===== src/rtl/gpio_ovr_pkg.sv =====
package gpio_ovr_pkg;
  localparam int PORT_W = 8;
  localparam int CFG_W  = 4;

  localparam logic [1:0] ADDR_PORT = 2'd0;
  localparam logic [1:0] ADDR_LAT  = 2'd1;
  localparam logic [1:0] ADDR_DIR  = 2'd2;
  localparam logic [1:0] ADDR_CFG  = 2'd3;

  typedef struct packed {
    logic              latWr;
    logic [PORT_W-1:0] wdata;
  } portStrobe_t;

  typedef struct packed {
    logic [PORT_W-1:0] dir;
    logic              pspEn;
    logic              extEn;
    logic              odEn;
    logic              pullDis;
  } portCfg_t;
endpackage


===== src/rtl/gpio_ovr_ctrl.sv =====
module gpio_ovr_ctrl
  import gpio_ovr_pkg::*;
(
  input  logic              clk,
  input  logic              rstN,
  input  logic [1:0]        busAddr,
  input  logic              busWe,
  input  logic [PORT_W-1:0] busWdata,
  output portStrobe_t       strobe,
  output portCfg_t          cfg
);
  logic dirWr, cfgWr;

  always_comb begin
    strobe.latWr = busWe && (busAddr == ADDR_PORT || busAddr == ADDR_LAT);
    strobe.wdata = busWdata;
    dirWr = busWe && (busAddr == ADDR_DIR);
    cfgWr = busWe && (busAddr == ADDR_CFG);
  end

  always_ff @(posedge clk or negedge rstN) begin
    if (!rstN) begin
      cfg.dir     <= '1;
      cfg.pullDis <= 1'b1;
      cfg.odEn    <= 1'b0;
      cfg.extEn   <= 1'b0;
      cfg.pspEn   <= 1'b0;
    end else begin
      if (dirWr) cfg.dir <= busWdata;
      if (cfgWr) {cfg.pspEn, cfg.extEn, cfg.odEn, cfg.pullDis} <= busWdata[CFG_W-1:0];
    end
  end

  // a direction write lands on the next edge
  p_dir_write_r1: assert property (@(posedge clk) disable iff (!rstN)
    $past(busWe && busAddr == ADDR_DIR) |-> cfg.dir == $past(busWdata));

  // the external bus keeps its configuration until it is written again
  p_ext_hold_r11: assert property (@(posedge clk) disable iff (!rstN)
    !$past(busWe && busAddr == ADDR_CFG) |-> $stable(cfg.extEn));
endmodule


===== src/rtl/gpio_ovr_datapath.sv =====
module gpio_ovr_datapath
  import gpio_ovr_pkg::*;
#(
  parameter int SER_BASE = 4,
  parameter int SER_N    = 3
)(
  input  logic              clk,
  input  logic              rstN,
  input  portStrobe_t       strobe,
  input  portCfg_t          cfg,
  input  logic [1:0]        busAddr,
  output logic [PORT_W-1:0] busRdata,
  input  logic [PORT_W-1:0] padIn,
  input  logic [PORT_W-1:0] extBusOut,
  input  logic              extBusDrive,
  input  logic [PORT_W-1:0] pspOut,
  input  logic              pspDrive,
  input  logic [SER_N-1:0]  serEn,
  input  logic [SER_N-1:0]  serOut,
  input  logic [SER_N-1:0]  serOe,
  output logic [PORT_W-1:0] padOut,
  output logic [PORT_W-1:0] padOe,
  output logic [PORT_W-1:0] padPullUp,
  output logic [PORT_W-1:0] padTtl,
  output logic [PORT_W-1:0] syncIn
);
  logic [PORT_W-1:0] latQ, syncA, syncB;
  logic [1:0]        warm;

  always_ff @(posedge clk or negedge rstN) begin
    if (!rstN) begin
      latQ  <= '0;
      syncA <= '0;
      syncB <= '0;
      warm  <= '0;
    end else begin
      if (strobe.latWr) latQ <= strobe.wdata;
      syncA <= padIn;
      syncB <= syncA;
      if (warm != 2'd2) warm <= warm + 2'd1;
    end
  end

  assign syncIn = syncB;

  always_comb begin
    unique case (busAddr)
      ADDR_PORT: busRdata = syncB;
      ADDR_LAT:  busRdata = latQ;
      ADDR_DIR:  busRdata = cfg.dir;
      default:   busRdata = {{(PORT_W-CFG_W){1'b0}}, cfg.pspEn, cfg.extEn, cfg.odEn, cfg.pullDis};
    endcase
  end

  for (genvar i = 0; i < PORT_W; i++) begin : g_pin
    logic gpOut, gpOe;
    if (i >= SER_BASE && i < SER_BASE + SER_N) begin : g_ser
      localparam int K = i - SER_BASE;
      always_comb begin
        if (serEn[K]) begin
          gpOut = cfg.odEn ? 1'b0 : serOut[K];
          gpOe  = cfg.odEn ? (serOe[K] & ~serOut[K]) : serOe[K];
        end else begin
          gpOut = latQ[i];
          gpOe  = ~cfg.dir[i];
        end
      end
    end else begin : g_gp
      assign gpOut = latQ[i];
      assign gpOe  = ~cfg.dir[i];
    end

    always_comb begin
      if (cfg.extEn) begin
        padOut[i] = extBusOut[i];
        padOe[i]  = extBusDrive;
      end else if (cfg.pspEn) begin
        padOut[i] = pspOut[i];
        padOe[i]  = pspDrive;
      end else begin
        padOut[i] = gpOut;
        padOe[i]  = gpOe;
      end
      padPullUp[i] = ~cfg.pullDis & ~padOe[i];
      padTtl[i]    = cfg.pspEn | cfg.extEn;
    end
  end

  // the latch takes the data of a port or latch write
  p_latch_load_r4: assert property (@(posedge clk) disable iff (!rstN)
    $past(strobe.latWr) |-> latQ == $past(strobe.wdata));

  // the synchronized input lags the pads by two edges
  p_sync_lag_r5: assert property (@(posedge clk) disable iff (!rstN)
    (warm == 2'd2) |-> syncIn == $past(padIn, 2));

  // the global disable silences every pull-up
  p_pull_global_r3: assert property (@(posedge clk) disable iff (!rstN)
    cfg.pullDis |-> padPullUp == '0);

  // in open-drain mode a serial pin never drives high
  p_od_low_r10: assert property (@(posedge clk) disable iff (!rstN)
    (cfg.odEn && !cfg.extEn && !cfg.pspEn) |->
      (padOut[SER_BASE +: SER_N] & padOe[SER_BASE +: SER_N] & serEn) == '0);

  // the external bus overrides the direction register
  p_ext_own_r7: assert property (@(posedge clk) disable iff (!rstN)
    cfg.extEn |-> padOut == extBusOut);
endmodule


===== src/rtl/gpio_ovr_port.sv =====
module gpio_ovr_port
  import gpio_ovr_pkg::*;
#(
  parameter int SER_BASE = 4,
  parameter int SER_N    = 3
)(
  input  logic              clk,
  input  logic              rstN,
  input  logic [1:0]        busAddr,
  input  logic              busWe,
  input  logic [PORT_W-1:0] busWdata,
  output logic [PORT_W-1:0] busRdata,
  input  logic [PORT_W-1:0] padIn,
  input  logic [PORT_W-1:0] extBusOut,
  input  logic              extBusDrive,
  input  logic [PORT_W-1:0] pspOut,
  input  logic              pspDrive,
  input  logic [SER_N-1:0]  serEn,
  input  logic [SER_N-1:0]  serOut,
  input  logic [SER_N-1:0]  serOe,
  output logic [PORT_W-1:0] padOut,
  output logic [PORT_W-1:0] padOe,
  output logic [PORT_W-1:0] padPullUp,
  output logic [PORT_W-1:0] padTtl,
  output logic [PORT_W-1:0] syncIn
);
  portStrobe_t strobe;
  portCfg_t    cfg;

  gpio_ovr_ctrl ctrl_i (
    .clk(clk), .rstN(rstN), .busAddr(busAddr), .busWe(busWe),
    .busWdata(busWdata), .strobe(strobe), .cfg(cfg)
  );

  gpio_ovr_datapath #(.SER_BASE(SER_BASE), .SER_N(SER_N)) dp_i (
    .clk(clk), .rstN(rstN), .strobe(strobe), .cfg(cfg), .busAddr(busAddr),
    .busRdata(busRdata), .padIn(padIn), .extBusOut(extBusOut),
    .extBusDrive(extBusDrive), .pspOut(pspOut), .pspDrive(pspDrive),
    .serEn(serEn), .serOut(serOut), .serOe(serOe), .padOut(padOut),
    .padOe(padOe), .padPullUp(padPullUp), .padTtl(padTtl), .syncIn(syncIn)
  );
endmodule


===== config.mk =====
export PLATFORM = sky130hd
export DESIGN_NAME = gpio_ovr_port
export DESIGN_NICKNAME = d
export VERILOG_FILES = /design/src/rtl/gpio_ovr_pkg.sv /design/src/rtl/gpio_ovr_ctrl.sv /design/src/rtl/gpio_ovr_datapath.sv /design/src/rtl/gpio_ovr_port.sv
export SDC_FILE = /design/constraint.sdc
export NUM_CORES = 1
export LEC_CHECK = 0
export ABC_AREA = 1
export BUFFER_PORTS_ARGS = -buffer_cell sky130_fd_sc_hd__buf_2
export CORE_MARGIN = 4
export CORE_UTILIZATION = 29
export DETAILED_ROUTE_END_ITERATION = 7
export PLACE_DENSITY_LB_ADDON = 0.05
export SLEW_MARGIN = 30
export SYNTH_ARGS = -nofsm -noshare
export SYNTH_HDL_FRONTEND = slang
export SYNTH_SLANG_ARGS = --single-unit

===== constraint.sdc =====
create_clock -name clk -period 2.12 [get_ports clk]
set_input_delay 0.212 -clock clk [delete_from_list [all_inputs] [get_ports clk]]
set_output_delay 0.212 -clock clk [all_outputs]
set_load 0.05 [all_outputs]

==> flow_metrics.py <==
metrics = {
    "route": {
        "wl_per_cell_um": 13.21,
        "drcViolationCount": 0,
        "antenna_left": 0,
        "drt_first_pass_iters": 4,
        "routed_via_density": 4.428,
        "drt-initial-drc-count": 101,
        "via_count": 1811,
        "routed_wl_um": 5402,
    },
    "layout": {
        "final_nets": 381,
        "layout.cells.non_filler": 409,
        "final_area_um2": 2461,
        "syn_to_final_growth_pct": 31.57,
        "mostFrequentLayoutCell": "buf_2",
        "drive_gt1_share_pct": 39.82,
        "n_antenna_cell": 0,
        "n_fill_cell": 662,
        "final_cell_mix": "buf_2, nand2_1, dfrtp_1",
    },
    "setup_path": {
        "cp_cell_sequence": "buf_4, inv_2, nand2_4, inv_1, nand2_1, nand3_1, buf_2",
        "worst_setup_path_end_kind": "output pin",
        "crit_fanout": 22,
        "cp_slowest_cell": "dfrtp_1",
        "cp.arrival_ns": 1.69,
        "critPathMaxStageDelay_ns": 0.38,
        "startpoint_type": "register",
        "criticalPathCategory": "reg -> out",
        "cp.required_ns": 1.91,
    },
    "sta": {
        "final.period_utilization_pct": 89.72,
        "tns_ns": 0,
        "min_period_ns": 1.902,
        "fmax_mhz": 525.7,
        "finalHoldViolCount": 0,
        "setup_violations": 0,
        "relSlewSlack_pct": 48.17,
        "timing.hold.ws_ns": 0.01034,
        "rsz0062_at_grt": "no",
        "tightest_slew_ns": 0.7775,
        "slew_viol_final": 0,
        "skew_ns": 0.0002733,
    },
    "clock_network": {
        "clkLatencyLatePin_ns": 0.28,
        "root_buffer": "clkbuf_8",
        "ctsResizeCount": 0,
        "postCtsSetupRepairBufs": 0,
        "tritoncts": "built",
        "clock_path_buffers": 2,
        "path_clk_slew_ns": 0.07,
        "hold_buffers": 0,
        "htree_levels": 2,
        "cts_sinks": 36,
        "numCtsBuffers": 5,
    },
    "logic_synthesis": {
        "syn_inst": 242,
        "synth.cell_area_um2": 1871,
        "synth-seq-area-share_pct": 48.76,
        "syn_nets": 290,
        "synth.distinct_cells": 20,
        "yosysTopAreaCell": "dfrtp_1",
        "postSynthAreaPerCell_um2": 7.730,
        "ys_ff_latch": 36,
        "synth_area_leaders": "dfrtp_1, nand2_1, dfstp_2",
        "synth_top_cell_area_share_pct": 36.12,
        "ys_warn_count": 0,
    },
    "placement": {
        "dp_hpwl_um": 4239,
        "gp_congestion": 0.8209,
        "place_inst": 401,
        "place_area_um2": 2380,
        "io_buffer_count": 95,
    },
    "flow_run": {
        "drv_cap": 0,
    },
    "floorplanning": {
        "fp.dieH_um": 88.31,
        "rows": 28,
        "dieArea_um2": 7799,
        "start_util_pct": 30.69,
        "core-area_um2": 6096,
        "io_pins": 96,
        "die_w_um": 88.31,
    },
    "power_and_ir_drop": {
        "total_power_mw": 2.520,
        "peakVddDrop_uv": 496.2,
        "p_per_area_nw_per_um2": 1024,
        "leakagePower_nw": 1.335,
    },
    "global_route": {
        "grt_pass1_wl_um": 8942,
        "overflow": 0,
        "grt_pass1_vias": 1817,
        "grt.total_usage_pct": 14.84,
        "grt_max_degree": 37,
        "antenna_found_initial": 0,
    },
    "min_path": {
        "holdCritPathClass": "in -> async",
    },
    "run_status": {
        "status": "completed",
    },
}
## critical path: cells and delay by family (launching register included)
kind	cells	cell delay (ns)
buffers and inverters	4	0.76
DFF	1	0.38
and+or+nand+nor	3	0.28
## synthesized netlist by cell type
| library cell | number |
|---|---|
| nand2_1 | 88 |
| dfrtp_1 | 27 |
| nor2_1 | 22 |
| nand3_1 | 20 |
| inv_1 | 18 |
| o21ai_0 | 18 |
| buf_4 | 9 |
| dfstp_2 | 9 |
| o21ai_2 | 8 |
| nor3_1 | 5 |
| nand4_1 | 4 |
| inv_2 | 3 |
| buf_6 | 2 |
| nand2_2 | 2 |
| nand2_4 | 2 |
| buf_1 | 1 |
| buf_2 | 1 |
| clkbuf_1 | 1 |
| nor2_4 | 1 |
| o21a_1 | 1 |
## metrics by stage
step | setup slack (ns) | utilization (%)
2_1_floorplan | -0.05183 | -
3_3_place_gp | 0.4213 | 39.04
3_5_place_dp | 0.3966 | 39.04
4_1_cts | 0.08401 | 40.37
5_1_grt | 0.02467 | 40.37
6_report | 0.2179 | 40.37
## layout make-up
type,instances,area (µm²),area share (%)
clock inverters,1,5.005,0.2034
repair buffers,98,498.0,20.23
flip-flops and latches,36,912.1,37.06
well taps,75,93.84,3.813
multi-input cells,171,797.0,32.38
clock buffers,7,76.32,3.101
inverters,21,78.83,3.203
## path summary, 6_finish.rpt
check,startpoint,end,slack (ns),cells past startpoint
worst max-delay path,ctrl_i.cfg[2],padOut[2],0.22,7
worst min-delay path,rstN,dp_i.syncA[2],0.01,1
worst max register to register,ctrl_i.cfg[0],ctrl_i.cfg[0],1.23,2
worst min register to register,dp_i.syncA[3],dp_i.syncIn[3],0.35,0
max in group asynchronous,rstN,dp_i.syncA[6],1.62,1
min in group clk,padIn[5],dp_i.syncA[5],0.03,1
## layer usage
metal,wire length [µm],up-vias,GRT usage [%],part of all wire [%]
li1,-,944,-,-
met1,2427,787,19.95,45
met2,2389,78,23.66,44
met3,552,2,3.911,10
met4,33,0,4.121,0.61
met5,0,-,0,0
## cell families (layout without fill, tap and decap cells)
group / count (synthesis) / after routing / synth area share (%)
AND/OR/NAND/NOR: 144 / 144 / 32.58
flip-flops: 36 / 36 / 48.76
AO/OA/AOI/OAI: 27 / 27 / 8.964
buffers and inverters: 35 / 127 / 9.698
## power by group
part / leakage, nW / internal (mW) / switching, mW
registers: 0.417 / 0.780 / 0.0756
clock network: 0.0422 / 0.230 / 0.224
logic: 0.876 / 0.274 / 0.936
total: 1.33 / 1.28 / 1.24
## registers in the layout, indices dropped and copies added (netlist names)
| name | flops |
|---|---|
| ctrl_i.cfg | 12 |
| dp_i.syncIn | 8 |
| dp_i.syncA | 8 |
| dp_i.latQ | 8 |
Power figures use the tool's default switching activity.
